File: src/rtl/usb_dev_pkg.sv
package usb_dev_pkg;
  localparam int unsigned DATA_W = 8;
  localparam int unsigned ADDR_W = 8;

  // flag register bit positions
  localparam int unsigned FB_UPRSM  = 6;
  localparam int unsigned FB_EORSM  = 5;
  localparam int unsigned FB_WAKE   = 4;
  localparam int unsigned FB_EORST  = 3;
  localparam int unsigned FB_SOF    = 2;
  localparam int unsigned FB_SUSP   = 0;
  localparam logic [DATA_W-1:0] FLAG_MASK = 8'h7D;

  // control register bit positions
  localparam int unsigned CB_DETACH = 0;
  localparam int unsigned CB_RSM    = 1;
  localparam int unsigned CB_ARM    = 2;
endpackage

File: src/rtl/usb_ctrl_reg.sv
module usb_ctrl_reg (
  input  logic       clk_i,
  input  logic       rst_ni,
  input  logic       wr_i,
  input  logic [2:0] wdata_i,
  input  logic       usb_en_i,
  input  logic       bus_reset_i,
  output logic       detach_o,
  output logic       arm_o,
  output logic       rsm_req_o,
  output logic       cpu_rst_req_o
);
  import usb_dev_pkg::*;

  logic detach_q, arm_q, rsm_q;

  always_ff @(posedge clk_i or negedge rst_ni) begin
    if (!rst_ni) begin
      detach_q <= 1'b1;
      arm_q    <= 1'b0;
      rsm_q    <= 1'b0;
    end else begin
      if (wr_i) detach_q <= wdata_i[CB_DETACH];
      // controller disable overrides any write
      if (!usb_en_i)  arm_q <= 1'b0;
      else if (wr_i)  arm_q <= wdata_i[CB_ARM];
      rsm_q <= wr_i & wdata_i[CB_RSM];
    end
  end

  assign detach_o      = detach_q;
  assign arm_o         = arm_q;
  assign rsm_req_o     = rsm_q;
  assign cpu_rst_req_o = arm_q & bus_reset_i;
endmodule

File: src/rtl/usb_int_flags.sv
module usb_int_flags #(
  parameter int unsigned W = 8,
  parameter logic [W-1:0] MASK = '1
) (
  input  logic         clk_i,
  input  logic         rst_ni,
  input  logic         wr_i,
  input  logic [W-1:0] wdata_i,
  input  logic [W-1:0] set_i,
  output logic [W-1:0] flag_o
);
  logic [W-1:0] flag_q, clr;

  assign clr = wr_i ? ~wdata_i : '0;

  for (genvar i = 0; i < W; i++) begin : g_bit
    if (MASK[i]) begin : g_impl
      always_ff @(posedge clk_i or negedge rst_ni) begin
        if (!rst_ni)       flag_q[i] <= 1'b0;
        else if (set_i[i]) flag_q[i] <= 1'b1;  // set wins over clear
        else if (clr[i])   flag_q[i] <= 1'b0;
      end
    end else begin : g_rsvd
      assign flag_q[i] = 1'b0;
      logic unused_b;
      assign unused_b = clr[i] ^ set_i[i];
    end
  end

  assign flag_o = flag_q;
endmodule

File: src/rtl/usb_dev_regs.sv
module usb_dev_regs #(
  parameter logic [7:0] CTRL_ADDR = 8'hE0,
  parameter logic [7:0] FLAG_ADDR = 8'hE1
) (
  input  logic       clk_i,
  input  logic       rst_ni,
  input  logic [7:0] addr_i,
  input  logic       we_i,
  input  logic [7:0] wdata_i,
  output logic [7:0] rdata_o,
  input  logic       usb_en_i,
  input  logic       uprsm_evt_i,
  input  logic       eorsm_evt_i,
  input  logic       bus_reset_i,
  input  logic [2:0] aux_evt_i,
  input  logic [7:0] irq_en_i,
  output logic       pullup_en_o,
  output logic       rsm_req_o,
  output logic       cpu_rst_req_o,
  output logic       irq_o
);
  import usb_dev_pkg::*;

  logic       ctrl_wr, flag_wr;
  logic       detach_q, rst_arm_q;
  logic [7:0] flag_set, flag_q;

  assign ctrl_wr = we_i && (addr_i == CTRL_ADDR);
  assign flag_wr = we_i && (addr_i == FLAG_ADDR);

  usb_ctrl_reg u_ctrl (
    .clk_i        (clk_i),
    .rst_ni       (rst_ni),
    .wr_i         (ctrl_wr),
    .wdata_i      (wdata_i[2:0]),
    .usb_en_i     (usb_en_i),
    .bus_reset_i  (bus_reset_i),
    .detach_o     (detach_q),
    .arm_o        (rst_arm_q),
    .rsm_req_o    (rsm_req_o),
    .cpu_rst_req_o(cpu_rst_req_o)
  );

  always_comb begin
    flag_set           = '0;
    flag_set[FB_UPRSM] = uprsm_evt_i;
    flag_set[FB_EORSM] = eorsm_evt_i;
    flag_set[FB_WAKE]  = aux_evt_i[2];
    flag_set[FB_EORST] = bus_reset_i;
    flag_set[FB_SOF]   = aux_evt_i[1];
    flag_set[FB_SUSP]  = aux_evt_i[0];
  end

  usb_int_flags #(.W(DATA_W), .MASK(FLAG_MASK)) u_flags (
    .clk_i  (clk_i),
    .rst_ni (rst_ni),
    .wr_i   (flag_wr),
    .wdata_i(wdata_i),
    .set_i  (flag_set),
    .flag_o (flag_q)
  );

  always_comb begin
    rdata_o = '0;
    if (addr_i == CTRL_ADDR) begin
      rdata_o[CB_DETACH] = detach_q;
      rdata_o[CB_ARM]    = rst_arm_q;
    end else if (addr_i == FLAG_ADDR) begin
      rdata_o = flag_q;
    end
  end

  assign pullup_en_o = ~detach_q;
  assign irq_o       = |(flag_q & irq_en_i);
endmodule

File: config.mk
export PLATFORM = sky130hd
export DESIGN_NAME = usb_dev_regs
export DESIGN_NICKNAME = d
export VERILOG_FILES = /design/src/rtl/usb_dev_pkg.sv /design/src/rtl/usb_ctrl_reg.sv /design/src/rtl/usb_int_flags.sv /design/src/rtl/usb_dev_regs.sv
export SDC_FILE = /design/constraint.sdc
export NUM_CORES = 1
export LEC_CHECK = 0
export BUFFER_PORTS_ARGS = -buffer_cell sky130_fd_sc_hd__buf_2
export CAP_MARGIN = 25
export CORE_MARGIN = 2
export CORE_UTILIZATION = 34
export DETAILED_ROUTE_END_ITERATION = 10
export PLACE_DENSITY = 0.73
export SETUP_SLACK_MARGIN = 0.05
export SYNTH_ARGS = -nofsm -noshare
export SYNTH_HDL_FRONTEND = slang
export SYNTH_HIERARCHICAL = 1
export SYNTH_SLANG_ARGS = --single-unit
File: constraint.sdc
create_clock -name clk_i -period 0.8 [get_ports clk_i]
set_input_delay 0.04 -clock clk_i [delete_from_list [all_inputs] [get_ports clk_i]]
set_output_delay 0.04 -clock clk_i [all_outputs]
set_load 0.1 [all_outputs]
Word level (Yosys, flattened, before mapping)
Cells that the tools add are included.
{"block": "word_totals", "inputBits": 34, "out_inout_bits": 12, "elab_cells": 46, "register_bits": 9}
{"block": "op_classes", "n_reduce_logical": 9, "n_mux": 20, "bitwise_logic": 5, "eq_ne": 3}
{"cell": "1-bit 2-to-1 mux", "count": 17}
{"cell": "8-bit equality test (second input constant)", "count": 2}
{"cell": "7-bit 2-to-1 mux", "count": 2}
{"cell": "2-bit nonzero test", "count": 6}
{"cell": "7-bit by 8-bit bitwise AND with 8-bit output", "count": 1}
{"cell": "8-bit OR reduction", "count": 1}
{"cell": "7-bit inverter", "count": 1}
{"cell": "5-bit 2-to-1 mux", "count": 1}
{"cell": "1-bit bitwise AND", "count": 2}
{"cell": "1-bit logical AND", "count": 2}
{"cell": "2-bit by 1-bit inequality test with 1-bit output (second input constant)", "count": 1}
{"cell": "1-bit inverter", "count": 1}

Depth between registers and ports, before layout
{"block": "logic_depth", "depth_word": 5, "ltp_mapped": 5}

Hierarchy
The synthesis kept the hierarchy.
{"module": "usb_int_flags", "seq_area_each_um2": 150.1, "instances": 1, "area_each_um2": 251.5, "cells_each": 21}
{"module": "usb_dev_regs", "seq_area_each_um2": 0.0, "instances": 1, "area_each_um2": 225.2, "cells_each": 30}
{"module": "usb_ctrl_reg", "seq_area_each_um2": 76.3, "instances": 1, "area_each_um2": 117.6, "cells_each": 8}

Least setup slack after synthesis
No wires, ideal clock.
{"block": "synth_path", "path_kind": "flip-flop to output port", "startpoint": "register u_ctrl.detach_q, in the netlist u_ctrl/detach_o", "endpoint": "output port rdata_o[0]", "n_path_buf": 0, "slack_ns": -1.845, "required_ns": 0.760, "path_stages_with_launch": 3, "arrival_ns": 2.605, "path_cell_list": "dfstp_2 mux2i_1 nor3_1"}
{"block": "synth_via", "elab_chain_len": 1}
{"item": "from (decl)", "line_no": "usb_ctrl_reg.sv:15", "source": "logic detach_q, arm_q, rsm_q;"}
{"item": "from (signal assigned)", "line_no": "usb_ctrl_reg.sv:23", "source": "if (wr_i) detach_q <= wdata_i[CB_DETACH];"}
{"item": "1-bit 2-to-1 mux", "line_no": "usb_dev_regs.sv:65", "source": "if (addr_i == CTRL_ADDR) begin"}
{"item": "to (decl)", "line_no": "usb_dev_regs.sv:10", "source": "output logic [7:0] rdata_o,"}
Every way passes these cells.

Worst setup path in the final report
Same ends and word-level chain as after synthesis.

==> flow_summary.ini <==
[finish]
n_fill_cell = 98
most_common_library_cell_in_the_layout_ignoring_fill_and_taps = sky130_fd_sc_hd__buf_2
layoutNonFillerInstCount = 144
highest_count_cells_in_the_layout_ignoring_fill_and_taps = 31 x sky130_fd_sc_hd__buf_2, 10 x sky130_fd_sc_hd__buf_4, 9 x sky130_fd_sc_hd__dlygate4sd3_1, 9 x sky130_fd_sc_hd__buf_12, 8 x sky130_fd_sc_hd__nor3_4
regArea_um2 = 227.7
num-nets-final = 162
layout-drive-gt1-share = 0.6850
area_of_the_multi_input_gates_um2 = 439.2
antenna-diode-count = 0
syn_to_final_growth_pct = 126.7

[timing]
final.min_clock_period_ns = 1.253
slew_at_the_pin_with_the_worst_max_slew_slack_ns = 1.578
post-route-worst-setup-slack_ns = -0.4531
drv_slew = 1
finalCritPeriodShare = 1.566
grt_setup_unrepaired = yes
timing_hold_violations_final = 0
slew_headroom = -0.05743
maximum_clock_rate_mhz = 798.0
fin_skew_ns = 0
timing.final.setup_violations = 18
finalSetupTns_ns = -6.257

[route]
post_drt_wl_per_cell_um = 13.48
dr_total_vias = 679
antenna_left = 0
routed_wl_mm = 1.941
initialDrtViolationCount = 4
iteration_count_of_the_initial_detailed_routing_pass = 4
post_drt_via_cell_ratio = 4.715
drc = 0

[clock_tree]
clock_tree.htree_level_count = 1
cts_inserted_buffers = 3
cts.sinks = 9
clk-insertion-delay-late_ns = 0.25
tritoncts = built
path_clk_slew_ns = 0.05
cts_max_path_bufs = 2
cts-root-buf = sky130_fd_sc_hd__clkbuf_4

[worst_setup_path]
timing.reg2reg.setup_slack_ns = -0.10
crit_path_max_fanout = 2
timing_worst_setup_path_type = register to primary output
cp-start-kind = register
critical-path-slowest-cell = sky130_fd_sc_hd__dfstp_2
crit_arrival_ns = 1.21
critical_path_required_ns = 0.76
worst_path_largest_cell_delay_ns = 0.53
worstPathCellList = mux2i_2 > nor3_4 > buf_12
endpoint_kind_of_the_worst_setup_timing_path = primary output

[synth]
post_synth.cell_area_avg_um2 = 10.18
syn-instance-count = 58
synthesis.yosys.warnings = 6
synth_area_um2 = 590.6

[power_and_ir_drop]
total_power_of_the_final_layout_w = 0.001089
maximum_vdd_drop_v = 0.0008609
p_leak_nw = 0.6170
pwr_density_cell_mw_per_mm2 = 813.2

[global_routing]
grt_max_degree = 10
antenna_found_initial = 0
first_global_vias = 634
grt.total_usage = 0.1838
grt-ovfl-total = 0
first_pass_grt_wire_length_mm = 2.656

[min_path]
hold_path_class = input pin to register

[floorplan]
coreArea_mm2 = 0.001670
floorplan.initialDensity = 0.3536
dieArea_mm2 = 0.002086
core.rowCount = 15
die_width_um = 45.68
floorplan.die.height_um = 45.68
design.portCount = 46

[placed_design]
pre_cts_slack_ns = -0.5245
io_buffers = 42
place_congestion = 0.7474
place.detailed.hpwl_mm = 1.402
total_instance_count_after_detailed_placement = 126

[run_status]
status = finished, violations left
failed_checks = max-slew violations, negative setup slack

[job]
cap_viol_max_count = 0
==> stage by stage <==
stage	hold WS, ns	area [um2]	utilization
finish	0.04961	1339	0.8015
global route	0.03090	1339	0.8015
CTS	0.03341	1286	0.7700
detailed placement	-0.1024	1086	0.6502
global placement	-0.1040	1086	0.6502
floorplan	-0.2556	678.2	-
==> where the power goes <==
part	total [W]	leakage, nW	internal (W)	switching, W
Sequential	0.000462	0.0891	0.000460	0.00000209
Combinational	0.000298	0.513	0.000161	0.000137
Clock	0.000328	0.0150	0.000191	0.000137
==> critical path, delay by kind of cell, from the launching register on <==
| kind | cells | cell delay, ns |
|---|---|---|
| and+or+nand+nor | 1 | 0.15 |
| buffers and inverters | 1 | 0.20 |
| DFF | 1 | 0.53 |
| muxes | 1 | 0.08 |
==> per-layer routing <==
layer	GRT usage	vias to the layer above	wire [um]
met5	0	-	0
met1	0.2095	315	745
met3	0.01984	2	114
met4	0.1059	0	13
met2	0.3268	24	1068
li1	-	338	-
==> registers in the layout (all words and copies together), names as in the netlist <==
| name | count |
|---|---|
| u_ctrl/detach_o | 1 |
| u_flags/flag_o | 6 |
| u_ctrl/arm_o | 1 |
| u_ctrl/rsm_req_o | 1 |
==> path summary, 6_finish.rpt <==
path / start / endpoint / depth (start not counted)
max in group asynchronous: rst_ni / u_ctrl/detach_o / 2
hold / removal: wdata_i[0] / u_ctrl/detach_o / 2
setup / recovery: u_ctrl/detach_o / rdata_o[0] / 3
setup reg to reg: u_ctrl/arm_o / u_ctrl/arm_o / 4
hold reg to reg: u_flags/flag_o[0] / u_flags/flag_o[0] / 1
min in group asynchronous: rst_ni / u_flags/flag_o[5] / 2
==> cell type report <==
| cell class | instances | share of cell area |
|---|---|---|
| clock buffers | 4 | 0.01963 |
| inverters | 8 | 0.02243 |
| multi-input cells | 39 | 0.3280 |
| flip-flops and latches | 9 | 0.1701 |
| well taps | 17 | 0.01589 |
| repair buffers | 67 | 0.4439 |
==> what timing repair did <==
item / CTS / global route
hold endpoints to repair: 17 / 0
hold buffers: 9 / 0
resized for setup: 15 / 9
buffers inserted: 4 / 1
setup endpoints to repair: 19 / 19
pin swaps: 3 / 3
Note: power is estimated with default switching activity, not from simulation.
